**config.mk**
```make
export PLATFORM = sky130hd
export DESIGN_NAME = smi_status_hub
export DESIGN_NICKNAME = d
export VERILOG_FILES = /design/src/rtl/smi_hub_pkg.sv /design/src/rtl/smi_rst_sync.sv /design/src/rtl/smi_stat_bank.sv /design/src/rtl/smi_view_dec.sv /design/src/rtl/smi_status_hub.sv
export SDC_FILE = /design/constraint.sdc
export NUM_CORES = 1
export LEC_CHECK = 0
export BUFFER_PORTS_ARGS = -buffer_cell sky130_fd_sc_hd__buf_2
export CAP_MARGIN = 5
export CORE_MARGIN = 8
export CORE_UTILIZATION = 44
export CTS_CLUSTER_DIAMETER = 60
export CTS_CLUSTER_SIZE = 25
export DETAILED_ROUTE_END_ITERATION = 7
export GPL_TIMING_DRIVEN = 1
export PLACE_DENSITY_LB_ADDON = 0.15
export RECOVER_POWER = 25
export REMOVE_ABC_BUFFERS = 1
export SLEW_MARGIN = 20
export SYNTH_ARGS = -nofsm -noshare
export SYNTH_HDL_FRONTEND = slang
export SYNTH_HIERARCHICAL = 1
export SYNTH_SLANG_ARGS = --single-unit
```
**constraint.sdc**
```tcl
create_clock -name clk -period 3.15 [get_ports clk]
set_clock_uncertainty 0.2 [all_clocks]
set_input_delay 0.63 -clock clk [delete_from_list [all_inputs] [get_ports clk]]
set_output_delay 0.63 -clock clk [all_outputs]
set_load 0.03 [all_outputs]
```
**src/rtl/smi_hub_pkg.sv**
```systemverilog
package smi_hub_pkg;
  localparam int unsigned DATA_W  = 16;
  localparam int unsigned ADDR_W  = 8;
  localparam int unsigned SEC_W   = 6;
  localparam int unsigned SUM_BIT = 9;
  localparam int unsigned DIR_W   = DATA_W - 1;

  localparam logic [ADDR_W-1:0] OFS_TOP_MIR = 8'h00;
  localparam logic [ADDR_W-1:0] OFS_TOP_RC  = 8'h02;
  localparam logic [ADDR_W-1:0] OFS_SEC_MIR = 8'h04;
  localparam logic [ADDR_W-1:0] OFS_SEC_RC  = 8'h06;

  typedef enum logic [2:0] {
    VIEW_NONE,
    VIEW_TOP_MIR,
    VIEW_TOP_RC,
    VIEW_SEC_MIR,
    VIEW_SEC_RC
  } view_sel_e;
endpackage

```
**src/rtl/smi_rst_sync.sv**
```systemverilog
module smi_rst_sync (
  input  logic clk,
  input  logic rst_n,
  output logic rst_n_sync
);
  logic [1:0] sync_q;

  always_ff @(posedge clk or negedge rst_n) begin
    if (!rst_n) sync_q <= 2'b00;
    else        sync_q <= {sync_q[0], 1'b1};
  end

  assign rst_n_sync = sync_q[1];
endmodule

```
**src/rtl/smi_stat_bank.sv**
```systemverilog
module smi_stat_bank #(
  parameter int unsigned W = 8
) (
  input  logic         clk,
  input  logic         rst_n,
  input  logic [W-1:0] set_i,
  input  logic [W-1:0] clr_i,
  output logic [W-1:0] stat_o
);
  logic [W-1:0] stat_q;
  logic [W-1:0] stat_d;
  logic         stat_en;

  // a pulse in the same cycle as a clear keeps its bit
  always_comb begin
    stat_en = (|set_i) | (|clr_i);
    stat_d  = (stat_q & ~clr_i) | set_i;
  end

  always_ff @(posedge clk or negedge rst_n) begin
    if (!rst_n)       stat_q <= '0;
    else if (stat_en) stat_q <= stat_d;
  end

  assign stat_o = stat_q;
endmodule

```
**src/rtl/smi_view_dec.sv**
```systemverilog
module smi_view_dec
  import smi_hub_pkg::*;
(
  input  logic              rd_en,
  input  logic [ADDR_W-1:0] rd_addr,
  output view_sel_e         sel
);
  always_comb begin
    sel = VIEW_NONE;
    if (rd_en) begin
      unique case (rd_addr)
        OFS_TOP_MIR: sel = VIEW_TOP_MIR;
        OFS_TOP_RC:  sel = VIEW_TOP_RC;
        OFS_SEC_MIR: sel = VIEW_SEC_MIR;
        OFS_SEC_RC:  sel = VIEW_SEC_RC;
        default:     sel = VIEW_NONE;
      endcase
    end
  end
endmodule

```
**src/rtl/smi_status_hub.sv**
```systemverilog
module smi_status_hub
  import smi_hub_pkg::*;
(
  input  logic              clk,
  input  logic              rst_n,
  input  logic              rd_en,
  input  logic [ADDR_W-1:0] rd_addr,
  output logic [DATA_W-1:0] rd_data,
  input  logic [DIR_W-1:0]  dir_evt,
  input  logic [SEC_W-1:0]  trap_evt,
  output logic              smi_n
);
  logic              rst_n_sync;
  view_sel_e         sel;
  logic [DIR_W-1:0]  dir_q;
  logic [DIR_W-1:0]  dir_clr;
  logic [SEC_W-1:0]  sec_q;
  logic [SEC_W-1:0]  sec_clr;
  logic [DATA_W-1:0] top_view;
  logic [DATA_W-1:0] sec_view;
  logic              sec_any;

  smi_rst_sync u_rst_sync (
    .clk        (clk),
    .rst_n      (rst_n),
    .rst_n_sync (rst_n_sync)
  );

  smi_view_dec u_dec (
    .rd_en   (rd_en),
    .rd_addr (rd_addr),
    .sel     (sel)
  );

  smi_stat_bank #(.W(DIR_W)) u_dir_bank (
    .clk    (clk),
    .rst_n  (rst_n_sync),
    .set_i  (dir_evt),
    .clr_i  (dir_clr),
    .stat_o (dir_q)
  );

  smi_stat_bank #(.W(SEC_W)) u_sec_bank (
    .clk    (clk),
    .rst_n  (rst_n_sync),
    .set_i  (trap_evt),
    .clr_i  (sec_clr),
    .stat_o (sec_q)
  );

  assign sec_any = |sec_q;

  // top word: direct bits around the summary position
  for (genvar i = 0; i < DATA_W; i++) begin : g_top
    if (i < SUM_BIT) begin : g_lo
      assign top_view[i] = dir_q[i];
    end else if (i == SUM_BIT) begin : g_sum
      assign top_view[i] = sec_any;
    end else begin : g_hi
      assign top_view[i] = dir_q[i-1];
    end
  end

  assign sec_view = {{(DATA_W-SEC_W){1'b0}}, sec_q};

  always_comb begin
    rd_data = '0;
    dir_clr = '0;
    sec_clr = '0;
    unique case (sel)
      VIEW_TOP_MIR: rd_data = top_view;
      VIEW_TOP_RC: begin
        rd_data = top_view;
        dir_clr = dir_q;
      end
      VIEW_SEC_MIR: rd_data = sec_view;
      VIEW_SEC_RC: begin
        rd_data = sec_view;
        sec_clr = sec_q;
      end
      default: rd_data = '0;
    endcase
  end

  assign smi_n = ~((|dir_q) | sec_any);
endmodule

```
; ---- After elaboration in Yosys (flattened, before gate mapping)
; Cells that the tools add are included.
[op_classes]
eq_ne = 7
muxes = 5
bitwise_logic = 10
n_reduce_logical = 9
[ops]
columns = cell, count
row1 = $reduce_or A15 Y1, 3
row2 = $pmux W16 S2, 1
row3 = $reduce_or A6 Y1, 3
row4 = $eq A8 B3 Y1 const B, 2
row5 = $and A15 B15 Y15, 1
row6 = $mux W15, 1
row7 = $not A15 Y15, 1
row8 = $or A15 B15 Y15, 1
row9 = $pmux W3 S4, 1
row10 = $eq A8 B2 Y1 const B, 1
row11 = $logic_not A8 Y1, 1
row12 = $and A6 B6 Y6, 1
row13 = $eq A3 B2 Y1 const B, 2
row14 = $mux W6, 1
row15 = $not A6 Y6, 1
row16 = $or A6 B6 Y6, 1
row17 = $reduce_or A2 Y1, 2
row18 = $eq A3 B1 Y1 const B, 1
row19 = $eq A3 B3 Y1 const B, 1
row20 = $mux W3, 1
row21 = $or A1 B1 Y1, 3
row22 = $not A1 Y1, 1
[totals]
ff_bits = 23
output_inout_bits = 17
word_cells = 34
inputBits = 32

; ---- Logic depth before layout (Yosys ltp)
; Gate-level depths: netlist (run 1).
[depth]
ltp_word = 8
depth_mapped = 8
depth_no_buf = 6

; ---- Hierarchy
; Netlist (run 1), hierarchy kept.
[by_module_without_submodules]
columns = module, seq_area_each_um2, cells_per_inst, area_each_um2, n_inst
row1 = smi_stat_bank at u_dir_bank, 375.4, 45, 544.3, 1
row2 = smi_status_hub, 0.0, 59, 439.2, 1
row3 = smi_stat_bank at u_sec_bank, 150.1, 18, 217.7, 1
row4 = smi_rst_sync, 50.0, 3, 53.8, 1
row5 = smi_view_dec, 0.0, 7, 47.5, 1

; ---- Least setup slack after synthesis (run 1)
; No wires, ideal clock.
[synth_timing]
path_type = input -> output
startpoint = input rd_addr[7]
endpoint = output rd_data[5]
path_slack_ns = -0.108
arrival_ns = 2.428
path_stages = 6
required_time_ns = 2.320
cell_sequence = or4b_4 -> nor3_1 -> nor3b_4 -> buf_6 -> and2_4 -> a211o_1
[synth_between]
elab_chain_cells = 6
word_cells_on_any_way = 13
[synth_rtl]
columns = item, line_no
row1 = "start, declared", smi_status_hub.sv:7  ; input logic [ADDR_W-1:0] rd_addr,
row2 = "$eq A8 B3 Y1, or another cell as far along", smi_view_dec.sv:11  ; unique case (rd_addr)
row3 = $pmux W3 S4 (*), smi_view_dec.sv:11
row4 = $mux W3 (*), smi_view_dec.sv:10  ; if (rd_en) begin
row5 = via sel[0], smi_status_hub.sv:14  ; view_sel_e sel;
row6 = "$eq A3 B3 Y1, or another cell as far along", smi_status_hub.sv:70  ; unique case (sel)
row7 = $reduce_or A2 Y1 (no line), --
row8 = $pmux W16 S2 (*), smi_status_hub.sv:70
row9 = "end, declared", smi_status_hub.sv:8  ; output logic [DATA_W-1:0] rd_data,
; Mark *: on every way through the listed nets, which the timed path passes. The rest lies on a longest branch.

; ---- Worst setup path after layout (run 1)
[layout_timing]
startpoint = input rd_addr[3]
endpoint = output rd_data[2]
; Same word-level chain as after synthesis.

==> results of run 1 <==
-- power groups by stage --
stage / clock, W / sequential, W / combinational [W]
after floorplan: 0 / 0.000308 / 0.0000106
after global placement: 0 / 0.000310 / 0.0000323
after detailed placement: 0 / 0.000310 / 0.0000331
after CTS: 0.000141 / 0.000304 / 0.0000402
after global routing: 0.000150 / 0.000305 / 0.0000451
final: 0.000136 / 0.000304 / 0.0000414
-- kinds of logic after synthesis --
family	after synthesis
and+or+nand+nor	50
AOI/OAI and AO/OA	27
DFF	23
buffers and inverters	23
muxes	6
xor gates and xnor gates	2
other	1
-- final cells by class --
cell class | instances | share of cell area (%)
Multi-Input combinational cell | 86 | 36.69
Sequential cell | 23 | 30.30
Timing Repair Buffer | 63 | 25.43
Inverter | 21 | 4.150
Tap cell | 31 | 2.042
Clock buffer | 4 | 1.383
-- sequential cells by signal, indices dropped and copies added, names as in the netlist --
| register | count |
|---|---|
| u_dir_bank/stat_o | 15 |
| u_sec_bank/stat_o | 6 |
| u_rst_sync/sync_q | 2 |
-- per-layer routing --
| layer | vias to the layer above | global-route usage, % | routed length (µm) |
|---|---|---|---|
| li1 | 564 | - | - |
| met1 | 525 | 15.16 | 1391 |
| met2 | 29 | 24.55 | 1715 |
| met3 | 2 | 5.085 | 248 |
| met4 | 0 | 3.348 | 21 |
| met5 | - | 0 | 0 |
-- stage by stage --
step,setup TNS (ps),util (%),total power (W)
global placement,-2506,58.21,0.0003419
floorplan,-5895,-,0.0003184
finish,-584.1,68.29,0.0004815
CTS,-483.6,66.89,0.0004858
detailed placement,-2942,58.21,0.0003430
global route,-1895,68.29,0.0005001
-- worst reg2reg max path, delay by kind of cell, from the launching register on --
kind | cells | cell delay, ps
compound gates | 1 | 100
buf+inv | 4 | 410
flops | 1 | 430
simple gates | 1 | 160
-- repair_timing --
item                       in CTS  in global routing
setup buffers                   4                  2
setup endpoints to repair      16                 16
gates cloned                    0                  0
hold endpoints to repair        2                  0
resized for setup              51                  7
hold buffers                    1                  0
pin swaps                      11                  6
-- worst min-delay path by stage --
stage                                         startpoint                                to  slack [ps]  cells past startpoint
after floorplan           u_rst_sync/sync_q[1]$_DFF_PN0_  u_dir_bank/stat_o[0]$_DFFE_PN0P_          70                      0
after global placement    u_rst_sync/sync_q[0]$_DFF_PN0_    u_rst_sync/sync_q[1]$_DFF_PN0_         140                      0
after detailed placement  u_rst_sync/sync_q[0]$_DFF_PN0_    u_rst_sync/sync_q[1]$_DFF_PN0_         140                      0
after CTS                 u_rst_sync/sync_q[0]$_DFF_PN0_    u_rst_sync/sync_q[1]$_DFF_PN0_         180                      0
after global routing      u_rst_sync/sync_q[0]$_DFF_PN0_    u_rst_sync/sync_q[1]$_DFF_PN0_         180                      0
final                     u_rst_sync/sync_q[1]$_DFF_PN0_  u_dir_bank/stat_o[7]$_DFFE_PN0P_         170                      0
-- placed cells by master (no fill, tap or decap) --
cell and instances:
clkbuf_1 2, nand2_1 2, inv_1 21, xnor2_1 2
and2_1 21, nor2_1 2, buf_4 8, nor3_4 3
dfrtp_1 23, mux2_2 4, buf_6 23, or4b_4 1
clkbuf_4 3, a21o_1 21, nor3_1 1, nor4_1 4
buf_2 30, nand4_1 1, nor2b_2 1, nor2_2 1
dlygate4sd3_1 1, or3_4 1, nor3b_2 1, and2_4 10
mux2_4 2, nor3b_4 1, conb_1 1, a211o_1 6
==> Flow_metrics.wiki, run 1 <==
{| class="wikitable"
! Metric !! Value
|-
| Sw power || 0.0001105 W
|-
| Crit Path Max Fanout || 8
|-
| Final Cycle Share || 102.5%
|-
| Number of buffer cells added on primary ports || 48
|-
| Part of the Yosys area used for sequential elements || 44.19%
|-
| CTS H-tree lvls || 1
|-
| TritonCTS clock tree || done
|-
| Max-cap violation count || 0
|-
| Relative contribution of combinational cells to total power || 8.6%
|-
| Share of the synthesized area in the top cell type || 44.19%
|-
| IO Pins || 49
|-
| Outcome || finished, violations left
|-
| Syn. warnings || 6
|-
| Vertical die dimension || 70.41 µm
|-
| Critical-path cell list || buf_6 -> or4b_4 -> nor3_4 -> buf_6 -> mux2_2 -> a211o_1 -> buf_6
|-
| Cell types with the largest area share after synthesis || dfrtp_1 (44%), and2_1 (14%), a21o_1 (12%), inv_1 (6.1%), mux2_2 (5.2%)
|-
| Slowest cell delay on critical path || 590 ps
|-
| R2r endpoint || u_dir_bank/stat_o[0]$_DFFE_PN0P_
|-
| Core footprint || 2781 µm²
|-
| Fill count || 242
|-
| Multiplexer fraction of the synthesized cell area || 5.187%
|-
| Highest ir drop seen on vdd || 0.2332 mV
|-
| Kind of capture point of the worst setup path || primary output
|-
| Path depth of the worst reg2reg path || 6
|-
| Cts bufs inserted || 3
|-
| Remaining number of nets flagged by the antenna check after routing || 0
|-
| Clock slew at reported path FFs || 130 ps
|-
| Floorplan die area || 4957 µm²
|-
| Initial standard-cell utilization of the core || 46.83%
|-
| Violated checks || setup timing
|-
| Unique cell type count in the Yosys netlist || 21
|-
| Compound-gate portion of the synthesized area || 16.14%
|-
| Row count || 19
|-
| Worst hold path type || register to async pin
|-
| Routability congestion estimate from global placement || 0.7977
|-
| Final worst setup slack || -77.33 ps
|-
| Gr ovfl total || 0
|-
| Vias after detailed routing || 1120
|-
| Power per cell area || 253.5 nW/µm²
|-
| Cell with the biggest individual delay on the critical path || or4b_4
|-
| Critical path launch point type || input pin
|-
| Number of flops mapped to enable cells by yosys || 0
|-
| Reg-to-reg startpoint || u_dir_bank/stat_o[0]$_DFFE_PN0P_
|-
| Routed wire length || 3376 µm
|-
| Synthesized area divided by synthesized cell count || 9.867 µm²
|-
| Maximum number of pins on one net before global-route repair || 22
|-
| Endpoint of the worst setup timing path || rd_data[2]
|-
| # setup viols final || 15
|-
| Clock tree buffer depth || 2
|-
| Post-detail-place hpwl || 2471 µm
|-
| Number of buffer and inverter instances along the worst setup path || 3
|-
| Area fraction in and, or, nand and nor cells after synthesis || 25.07%
|-
| R2R Setup Slk || 1810 ps
|-
| RSZ-0062 raised after global routing || true
|-
| Slew at the pin closest to its max-slew limit || 869.1 ps
|-
| Worst slew margin || 42.06%
|-
| Max-slew violation count || 0
|-
| Dominant combinational cell family by area after synthesis || simple AND/OR/NAND/NOR gates
|-
| Placed cell area || 1619 µm²
|-
| Worst path arrival time || 2400 ps
|-
| Layout cell share with drive strength beyond 1 || 45.18%
|-
| CTS Sinks || 23
|-
| Iteration-0 DRC Markers || 36
|-
| Cell repeated most along the worst path || buf_6
|-
| Remaining design rule violation count || 0
|-
| Pre-CTS setup slack || -199.8 ps
|-
| Overall Global Routing Usage || 13.86%
|-
| Static Leak || 0.8329 nW
|-
| Wire length of the first global-routing pass || 5775 µm
|-
| Post-DR wirelength/cell || 14.81 µm
|-
| Horizontal die dimension || 70.41 µm
|-
| Final critical delay including setup and external delays || 3227 ps
|-
| Switching share of power || 22.95%
|-
| Worst hold slack || 165.3 ps
|-
| Combined flip-flop and latch cell area || 575.6 µm²
|-
| Post-route cell area || 1899 µm²
|-
| Number of endpoints with negative hold slack in the final report || 0
|-
| Category of cells accounting for the largest share of critical-path delay || simple AND/OR/NAND/NOR gates
|-
| Power share of the clock group || 28.3%
|-
| Synthesized cell area || 1302 µm²
|-
| Antenna diode instance count || 0
|-
| Launching element of the worst setup path || rd_addr[3]
|-
| Sequential cell fraction of total power || 63.1%
|-
| Post-DR vias/cell || 4.912
|-
| Commonest register cell after synthesis || dfrtp_1
|-
| Multi-input logic area || 696.9 µm²
|-
| Number of cells produced by synthesis || 132
|-
| WP data required || 2320 ps
|-
| Root buf cell || clkbuf_4
|-
| 1st-pass router iterations || 4
|-
| Critical Setup Path Class || input pin to primary output
|-
| Highest achievable clock rate || 309.9 MHz
|-
| Xor and xnor area share after synthesis || 1.345%
|-
| Post-synth top area cell || dfrtp_1
|-
| Asr flop ratio synth || 100.0%
|-
| Most frequently used cell type in the post-synthesis netlist || and2_1
|-
| Number of stages on the worst setup path || 7
|-
| Final cell count without fillers || 228
|-
| Cell count after placement || 217
|-
| Power Internal || 0.0003710 W
|-
| Area growth, synth to finish || 45.82%
|-
| Seq cells post-synth || 23
|-
| Vias in the first global route || 1273
|-
| Later-pin clock latency in the skew report || 300 ps
|-
| Commonest cells in the synthesized netlist || and2_1 (30), dfrtp_1 (23), a21o_1 (21), inv_1 (21)
|-
| Post-layout nets || 230
|-
| Adder-Cell Fraction of Synth Area || 0%
|-
| Number of antenna violations at the first check in global routing || 0
|}
No activity file was read; power rests on OpenSTA's default activity.
==> inputs of run 2 (changes only) <==
CAP_MARGIN = default   (was 5)
PLACE_DENSITY = 0.77   (was default)
PLACE_DENSITY_LB_ADDON = default   (was 0.15)
==> run 2 against run 1 <==
- flip-flop and latch count unchanged
- highest routed layer unchanged
- the flow still finishes with violations (setup timing)
- count of clock-buffer cells in the layout unchanged
- routed wire length increased by 3.4%
- register-to-register slack improved by 190 ps
- critical path depth increased by 2
- critical path type unchanged
- sequential share of layout area increased by 0.060 points
- total power decreased by 0.15%
- fmax decreased by 3.0%
- combinational power increased by 5.3%
- sequential power about the same
==> Flow_metrics.wiki, run 2 (synthesized netlist as in run 1, its figures left out) <==
{| class="wikitable"
! Metric !! Value
|-
| Number of endpoints with negative hold slack in the final report || 0
|-
| Max-slew violation count || 0
|-
| R2r endpoint || u_dir_bank/stat_o[2]$_DFFE_PN0P_
|-
| Commonest non-fill, non-tap cells in the layout || buf_2 (30), and2_1 (24), dfrtp_1 (23), inv_1 (21), a21o_1 (21)
|-
| Routed wire length || 3490 µm
|-
| Fill count || 227
|-
| Vias after detailed routing || 1159
|-
| Routability congestion estimate from global placement || 0.7685
|-
| Slowest cell delay on critical path || 570 ps
|-
| Worst slew margin || 43.00%
|-
| Highest achievable clock rate || 300.5 MHz
|-
| Multi-input logic area || 696.9 µm²
|-
| Number of antenna violations at the first check in global routing || 0
|-
| WP data required || 2320 ps
|-
| Remaining number of nets flagged by the antenna check after routing || 0
|-
| CTS H-tree lvls || 1
|-
| Launching element of the worst setup path || rd_addr[3]
|-
| Outcome || finished, violations left
|-
| Cell repeated most along the worst path || buf_6
|-
| Setup TNS after final layout || -1298 ps
|-
| Row count || 19
|-
| 1st-pass router iterations || 4
|-
| Number of buffer and inverter instances along the worst setup path || 4
|-
| Iteration-0 DRC Markers || 25
|-
| Wire length of the first global-routing pass || 5996 µm
|-
| Root buf cell || clkbuf_4
|-
| Slew at the pin closest to its max-slew limit || 855.0 ps
|-
| Max-cap violation count || 0
|-
| Post-layout nets || 231
|-
| Floorplan die area || 4957 µm²
|-
| Placed cell area || 1619 µm²
|-
| # setup viols final || 16
|-
| Post-detail-place hpwl || 2526 µm
|-
| Worst hold path type || register to async pin
|-
| Path depth of the worst reg2reg path || 4
|-
| Combined flip-flop and latch cell area || 575.6 µm²
|-
| Number of buffer cells added on primary ports || 48
|-
| Category of cells accounting for the largest share of critical-path delay || simple AND/OR/NAND/NOR gates
|-
| Post-DR wirelength/cell || 15.24 µm
|-
| Horizontal die dimension || 70.41 µm
|-
| Area growth, synth to finish || 45.53%
|-
| Clock tree buffer depth || 2
|-
| Power per cell area || 253.6 nW/µm²
|-
| Reg-to-reg startpoint || u_dir_bank/stat_o[2]$_DFFE_PN0P_
|-
| Violated checks || setup timing
|-
| Later-pin clock latency in the skew report || 310 ps
|-
| R2R Setup Slk || 2000 ps
|-
| Initial standard-cell utilization of the core || 46.83%
|-
| Layout cell share with drive strength beyond 1 || 43.43%
|-
| Most common cell after layout, fill and taps aside || buf_2
|-
| Post-DR vias/cell || 5.061
|-
| Final critical delay including setup and external delays || 3327 ps
|-
| Highest ir drop seen on vdd || 0.2413 mV
|-
| IO Pins || 49
|-
| Number of flip-flops under the largest register name || 15
|-
| Remaining design rule violation count || 0
|-
| Worst path arrival time || 2500 ps
|-
| Final worst setup slack || -177.3 ps
|-
| Vias in the first global route || 1335
|-
| Kind of capture point of the worst setup path || primary output
|-
| TritonCTS clock tree || done
|-
| Vertical die dimension || 70.41 µm
|-
| Static Leak || 0.8334 nW
|-
| Antenna diode instance count || 0
|-
| Endpoint of the worst setup timing path || rd_data[4]
|-
| Post-route cell area || 1896 µm²
|-
| Crit Path Max Fanout || 8
|-
| Clock slew at reported path FFs || 120 ps
|-
| Critical path launch point type || input pin
|-
| Maximum number of pins on one net before global-route repair || 22
|-
| Worst hold slack || 161.9 ps
|-
| Cts bufs inserted || 3
|-
| Overall Global Routing Usage || 14.50%
|-
| Core footprint || 2781 µm²
|-
| RSZ-0062 raised after global routing || true
|-
| Cell with the biggest individual delay on the critical path || or4b_4
|-
| CTS Sinks || 23
|-
| Final Cycle Share || 105.6%
|-
| Number of stages on the worst setup path || 9
|-
| Critical-path cell list || buf_6 -> or4b_4 -> nor3_4 -> buf_6 -> nor3b_4 -> buf_4 -> and2_4 -> a211o_1 -> buf_6
|-
| Gr ovfl total || 0
|-
| Critical Setup Path Class || input pin to primary output
|}
run 2: changes by cell type in the layout (fill, tap and decap cells not counted), sizes merged:
| cell | change |
|---|---|
| buf | +1 |
run 2: stage by stage:
stage | utilization [%] | instances | worst slack (ps) | power [W]
6_report | 68.15 | 229 | -177.3 | 0.0004808
5_1_grt | 68.15 | 229 | -246.5 | 0.0005051
4_1_cts | 67.75 | 228 | -128.1 | 0.0004868
3_5_place_dp | 58.21 | 217 | -307.6 | 0.0003452
3_3_place_gp | 58.21 | 217 | -314.1 | 0.0003433
2_1_floorplan | - | 130 | -498.2 | 0.0003184
run 2: area by class of cell:
cell class                      count  area share, %
Clock buffer                        4          1.386
Tap cell                           31          2.046
Sequential cell                    23          30.36
Inverter                           21          4.158
Multi-Input combinational cell     86          36.77
Timing Repair Buffer               64          25.28
run 2: how the worst min path moves through the flow:
stage / startpoint / endpoint / slack, ps / depth (start not counted)
after detailed placement: u_rst_sync/sync_q[0]$_DFF_PN0_ / u_rst_sync/sync_q[1]$_DFF_PN0_ / 140 / 0
after global placement: u_rst_sync/sync_q[0]$_DFF_PN0_ / u_rst_sync/sync_q[1]$_DFF_PN0_ / 140 / 0
after floorplan: u_rst_sync/sync_q[1]$_DFF_PN0_ / u_dir_bank/stat_o[0]$_DFFE_PN0P_ / 70 / 0
final: u_rst_sync/sync_q[1]$_DFF_PN0_ / u_dir_bank/stat_o[6]$_DFFE_PN0P_ / 160 / 0
after CTS: u_rst_sync/sync_q[0]$_DFF_PN0_ / u_rst_sync/sync_q[1]$_DFF_PN0_ / 170 / 0
after global routing: u_rst_sync/sync_q[0]$_DFF_PN0_ / u_rst_sync/sync_q[1]$_DFF_PN0_ / 170 / 0
run 2: power by group:
| part | internal, W | total (W) | switching (W) |
|---|---|---|---|
| registers | 0.000297 | 0.000304 | 0.00000625 |
| clock network | 0.0000495 | 0.000134 | 0.0000842 |
| logic | 0.0000248 | 0.0000436 | 0.0000188 |
| total | 0.000372 | 0.000481 | 0.000109 |
run 2: per-layer routing:
metal	up-vias	part of all wire (%)	wire (µm)	track usage, %
met5	-	0	0	0
met4	0	0.80	28	4.018
met3	3	7.0	243	4.802
met2	39	49	1715	24.75
met1	552	43	1503	16.75
li1	565	-	-	-
run 2: what timing repair did:
| item | 4_1_cts | 5_1_grt |
|---|---|---|
| buffers inserted | 7 | 1 |
| endpoints found under the setup margin | 16 | 16 |
| gates cloned | 0 | 0 |
| resized for setup | 52 | 2 |
| hold buffers | 1 | 0 |
| hold endpoints to repair | 2 | 0 |
| pin swaps | 10 | 1 |
